### src/rtl/ctr_pkg.sv
package ctr_pkg;
  localparam int unsigned OFF_CNT_LO = 32'h0000_0008;
  localparam int unsigned OFF_CNT_HI = 32'h0000_000C;
  localparam int unsigned OFF_CMP_LO = 32'h0001_0020;
  localparam int unsigned OFF_CMP_HI = 32'h0001_0024;
  localparam int unsigned OFF_CTRL   = 32'h0001_002C;

  localparam int unsigned BIT_EN   = 0;
  localparam int unsigned BIT_MASK = 1;
  localparam int unsigned BIT_STAT = 2;

  typedef struct packed {
    logic        cmpLoWr;
    logic        cmpHiWr;
    logic        ctrlWr;
    logic [31:0] wdata;
  } strobe_t;
endpackage

### src/rtl/ctr_datapath.sv
module ctr_datapath
  import ctr_pkg::*;
#(
  parameter int CNT_W = 56
) (
  input  logic             clk,
  input  logic             rst_n,
  input  logic             cntEn,
  input  strobe_t          strb,
  output logic [CNT_W-1:0] cnt,
  output logic [63:0]      cmpVal,
  output logic             en,
  output logic             mask,
  output logic             status,
  output logic             irq
);
  logic cmpHit;
  assign cmpHit = (cmpVal <= 64'(cnt));

  always_ff @(posedge clk or negedge rst_n) begin
    if (!rst_n) cnt <= '0;
    else if (cntEn) cnt <= cnt + 1'b1;
  end

  always_ff @(posedge clk or negedge rst_n) begin
    if (!rst_n) cmpVal <= '0;
    else begin
      if (strb.cmpLoWr) cmpVal[31:0]  <= strb.wdata;
      if (strb.cmpHiWr) cmpVal[63:32] <= strb.wdata;
    end
  end

  always_ff @(posedge clk or negedge rst_n) begin
    if (!rst_n) begin
      en     <= 1'b0;
      mask   <= 1'b0;
      status <= 1'b0;
    end else begin
      if (strb.ctrlWr) begin
        en   <= strb.wdata[BIT_EN];
        mask <= strb.wdata[BIT_MASK];
      end
      if (strb.ctrlWr && !strb.wdata[BIT_EN]) status <= 1'b0;
      else if (en && cmpHit)                  status <= 1'b1;
      else if (!en)                           status <= 1'b0;
    end
  end

  assign irq = status & en & ~mask;
endmodule

### src/rtl/ctr_ctrl.sv
module ctr_ctrl
  import ctr_pkg::*;
#(
  parameter int CNT_W  = 56,
  parameter int ADDR_W = 17
) (
  input  logic              busWe,
  input  logic [ADDR_W-1:0] busAddr,
  input  logic [31:0]       busWdata,
  input  logic [CNT_W-1:0]  cnt,
  input  logic [63:0]       cmpVal,
  input  logic              en,
  input  logic              mask,
  input  logic              status,
  output strobe_t           strb,
  output logic [31:0]       busRdata
);
  logic [63:0] cntWide;
  logic hitCntLo, hitCntHi, hitCmpLo, hitCmpHi, hitCtrl;

  assign cntWide  = 64'(cnt);
  assign hitCntLo = (busAddr == ADDR_W'(OFF_CNT_LO));
  assign hitCntHi = (busAddr == ADDR_W'(OFF_CNT_HI));
  assign hitCmpLo = (busAddr == ADDR_W'(OFF_CMP_LO));
  assign hitCmpHi = (busAddr == ADDR_W'(OFF_CMP_HI));
  assign hitCtrl  = (busAddr == ADDR_W'(OFF_CTRL));

  always_comb begin
    strb.cmpLoWr = busWe & hitCmpLo;
    strb.cmpHiWr = busWe & hitCmpHi;
    strb.ctrlWr  = busWe & hitCtrl;
    strb.wdata   = busWdata;
  end

  always_comb begin
    busRdata = '0;
    if (hitCntLo)      busRdata = cntWide[31:0];
    else if (hitCntHi) busRdata = cntWide[63:32];
    else if (hitCmpLo) busRdata = cmpVal[31:0];
    else if (hitCmpHi) busRdata = cmpVal[63:32];
    else if (hitCtrl) begin
      busRdata[BIT_EN]   = en;
      busRdata[BIT_MASK] = mask;
      busRdata[BIT_STAT] = status;
    end
  end
endmodule

### src/rtl/ctr_top.sv
module ctr_top
  import ctr_pkg::*;
#(
  parameter int CNT_W  = 56,
  parameter int ADDR_W = 17
) (
  input  logic              clk,
  input  logic              rst_n,
  input  logic              cntEn,
  input  logic              busWe,
  input  logic [ADDR_W-1:0] busAddr,
  input  logic [31:0]       busWdata,
  output logic [31:0]       busRdata,
  output logic              irq
);
  strobe_t          strb;
  logic [CNT_W-1:0] cnt;
  logic [63:0]      cmpVal;
  logic             en, mask, status;

  ctr_ctrl #(.CNT_W(CNT_W), .ADDR_W(ADDR_W)) ctrl_i (
    .busWe(busWe), .busAddr(busAddr), .busWdata(busWdata),
    .cnt(cnt), .cmpVal(cmpVal), .en(en), .mask(mask), .status(status),
    .strb(strb), .busRdata(busRdata)
  );

  ctr_datapath #(.CNT_W(CNT_W)) dp_i (
    .clk(clk), .rst_n(rst_n), .cntEn(cntEn), .strb(strb),
    .cnt(cnt), .cmpVal(cmpVal), .en(en), .mask(mask),
    .status(status), .irq(irq)
  );
endmodule

### config.mk
export PLATFORM = sky130hd
export DESIGN_NAME = ctr_top
export DESIGN_NICKNAME = d
export VERILOG_FILES = /design/src/rtl/ctr_pkg.sv /design/src/rtl/ctr_datapath.sv /design/src/rtl/ctr_ctrl.sv /design/src/rtl/ctr_top.sv
export SDC_FILE = /design/constraint.sdc
export NUM_CORES = 1
export LEC_CHECK = 0
export BUFFER_PORTS_ARGS = -buffer_cell sky130_fd_sc_hd__buf_2
export CORE_ASPECT_RATIO = 0.8
export CORE_UTILIZATION = 40
export DETAILED_ROUTE_END_ITERATION = 10
export PLACE_DENSITY = 0.68
export RECOVER_POWER = 25
export SYNTH_ARGS = -nofsm -noshare
export SYNTH_HDL_FRONTEND = slang
export SYNTH_SLANG_ARGS = --single-unit
### constraint.sdc
create_clock -name clk -period 2.55 [get_ports clk]
set_input_delay 0.51 -clock clk [delete_from_list [all_inputs] [get_ports clk]]
set_output_delay 0.51 -clock clk [all_outputs]
set_load 0.005 [all_outputs]
==> results.sh <==
export IMPL_drive_above_1_share_pct=36.0
export IMPL_tritoncts="built"
export IMPL_synth_yosys_warnings=0
export IMPL_synthesis_area_um2=7340
export IMPL_global_route_usage_total_pct=21.5
export IMPL_required_ns=2.04
export IMPL_grt_first_pass_wirelength_mm=31.2
export IMPL_drt_pre_antenna_iters=7
export IMPL_synth_seq_cells=123
export IMPL_dr_vias=5853
export IMPL_final_util_pct=53.8
export IMPL_cts_sinks=123
export IMPL_num_fill_cells=1552
export IMPL_clock_path_buffers=2
export IMPL_syn_area_per_cell_um2=10.8
export IMPL_detail_route_vias_per_cell=5.38
export IMPL_largest_net_degree_at_the_start_of_global_routing=57
export IMPL_shortest_clock_period_the_worst_path_allows_after_layout_ns=2.65
export IMPL_start_kind="input pin"
export IMPL_tightest_slew_ns=1.62
export IMPL_ctsHtreeMaxLevel=4
export IMPL_port_buffer_count=85
export IMPL_grt_remaining_overflow=0
export IMPL_clk_root_buffer_cell="clkbuf_16"
export IMPL_synth_nets=791
export IMPL_initial_utilization_pct=41.6
export IMPL_placeable_core_region_um2=17600
export IMPL_timing_fmax_mhz=377
export IMPL_violated_checks="max-capacitance violations, max-slew violations, negative setup slack"
export IMPL_detail_route_drc_violations=0
export IMPL_cp_max_fo=21
export IMPL_die_area_um2=18900
export IMPL_synth_enable_flop_cells=0
export IMPL_yosysSeqAreaShare_pct=41.9
export IMPL_drt_wirelength_per_cell_um=17.5
export IMPL_worst_hold_slack_ns=0.317
export IMPL_synth_lib_cells_used_distinct=51
export IMPL_crit_start="busAddr[15]"
export IMPL_clock_skew_ns=0.00647
export IMPL_placed_cells_incl_taps=1050
export IMPL_synthArstFlopShare_pct=100
export IMPL_detail_route_iter0_violations=429
export IMPL_num_io_pins=86
export IMPL_insertion_delay_ns=0.42
export IMPL_cp_cell_sequence="buf_6, nor4_4, nand4_1, or4_1, buf_12, o22ai_1, buf_2"
export IMPL_layout_cells_most_common_list="122 x dfrtp_1, 82 x buf_4, 79 x buf_2, 64 x mux2_2, 58 x inv_1"
export IMPL_final_hold_violation_count=0
export IMPL_detailed_place_hpwl_mm=14.0
export IMPL_timing_final_max_slew_violations=29
export IMPL_final_period_utilization_pct=104
export IMPL_rr_startpoint="dp_i.cmpVal[5]$_DFFE_PN0P_"
export IMPL_total_leakage_power_nw=4.66
export IMPL_max_cap_viols=1
export IMPL_report_final_setup_viol=29
export IMPL_insertedDiodeCount=0
export IMPL_stdcell_count=1087
export IMPL_path_class="input pin to output pin"
export IMPL_layout_commonest_cell="dfrtp_1"
export IMPL_antenna_found_initial=0
export IMPL_synthFlopType="dfrtp_1"
export IMPL_cts_clk_slew_worst_paths_ns=0.06
export IMPL_preCtsSetupSlack_ns=-0.201
export IMPL_netlist_instances=681
export IMPL_final_weighted_congestion_of_routability_driven_global_placement=0.825
export IMPL_vias_in_the_first_global_route=5859
export IMPL_die_y_um=123
export IMPL_total_detailed_routing_wirelength_mm=19.0
export IMPL_data_arrival_time_of_the_critical_path_ns=2.14
export IMPL_ir_drop_mv=0.398
export IMPL_hold_start="busWdata[9]"
export IMPL_fin_nets=959
export IMPL_die_w_um=153
export IMPL_slew_limit_headroom_pct=-8.27
export IMPL_postCtsHoldBufs=0
export IMPL_detail_route_antenna_nets=0
export IMPL_crit_path_end_kind="output pin"
export IMPL_worst_hold_path_type="input pin to flip-flop"
export IMPL_number_of_placement_rows=43
export IMPL_rsz0062_at_grt="yes"
export IMPL_cts_buffers=17
export IMPL_critPathSlowestCell="or4_1"
export IMPL_power_density_cell_area_nw_per_um2=525
export IMPL_status="finished, violations left"
export IMPL_slowest_delay_ns=0.53
export IMPL_area_growth_synth_to_final_pct=29.3
export IMPL_worst_slack_ns=-0.100
-- Yosys cell counts, drive strengths merged (13+ instances only) --
library cell	instances	area share, %
nor3	13	0.89
nand4	22	2.1
mux2	65	10
clkbuf	14	0.72
nand3	27	1.9
o21ai	13	0.89
a21oi	28	1.9
o22ai	21	1.8
xnor2	54	6.4
and4	18	2.2
inv	58	3.0
ha	57	9.7
mux2i	42	5.7
nand2	39	2.1
dfrtp	123	42
-- area by class of cell --
cell class / count / area, um^2 / share of cell area [%]
sequential: 123 / 3080 / 32.5
multi-input combinational: 476 / 4140 / 43.7
clock inverter: 14 / 148 / 1.56
clock buffer: 18 / 439 / 4.63
inverter: 58 / 218 / 2.29
tap: 225 / 282 / 2.97
timing repair buffer: 173 / 1180 / 12.4
-- final timing paths --
path | end | slack, ns | cells after the start
min | dp_i.cmpVal[9]$_DFFE_PN0P_ | 0.32 | 2
max in group asynchronous | dp_i.cmpVal[19]$_DFFE_PN0P_ | 0.61 | 2
max reg2reg | dp_i.status$_DFFE_PN0P_ | 0.11 | 8
min in group asynchronous | dp_i.cnt[11]$_DFFE_PN0P_ | 0.49 | 1
max | busRdata[3] | -0.10 | 7
min reg2reg | dp_i.cnt[49]$_DFFE_PN0P_ | 0.52 | 1
-- stage by stage --
| step | cell area [um^2] | setup TNS (ns) | total power [mW] |
|---|---|---|---|
| floorplan | 7340 | 0 | 2.33 |
| global placement | 8650 | -6.39 | 2.58 |
| detailed placement | 8650 | -9.04 | 2.59 |
| CTS | 9310 | -1.49 | 5.00 |
| global route | 9490 | -4.74 | 5.17 |
| finish | 9490 | -1.55 | 4.98 |
-- registers in the layout (all words and copies together), names as in the netlist --
name	flops
dp_i.status	1
dp_i.cmpVal	64
dp_i.cnt	56
dp_i.en	1
dp_i.mask	1
-- timing repair --
action / CTS / global route
buffers inserted: 2 / 3
endpoints found under the hold margin: 0 / 0
setup endpoints to repair: 30 / 33
gates resized for setup: 10 / 32
pin swaps: 3 / 12
-- critical path: cells and delay by family --
kind	cells	cell delay, ns
and+or+nand+nor	3	1.00
buffers and inverters	3	0.45
AOI/OAI and AO/OA	1	0.18
-- power breakdown --
group	switching [mW]	internal (mW)	total (mW)
Clock	0.942	1.46	2.40
Sequential	0.0478	2.01	2.06
Combinational	0.275	0.236	0.511
-- cell families (layout without fill, tap and decap cells) --
logic type | after synthesis | after routing | synth area share (%)
muxes | 107 | 107 | 15.7
and+or+nand+nor | 166 | 166 | 13.6
buffers and inverters | 82 | 263 | 4.52
adders and majority gates | 57 | 57 | 9.72
DFF | 123 | 123 | 41.9
AOI/OAI and AO/OA | 91 | 91 | 7.98
xor gates and xnor gates | 55 | 55 | 6.56
-- per-layer routing --
metal	part of all wire, %	global-route usage, %
met1	50	31.4
met4	0.73	5.06
met5	0	0
met3	5.3	4.24
met2	44	32.7
Note: power is estimated with default switching activity, not from simulation.
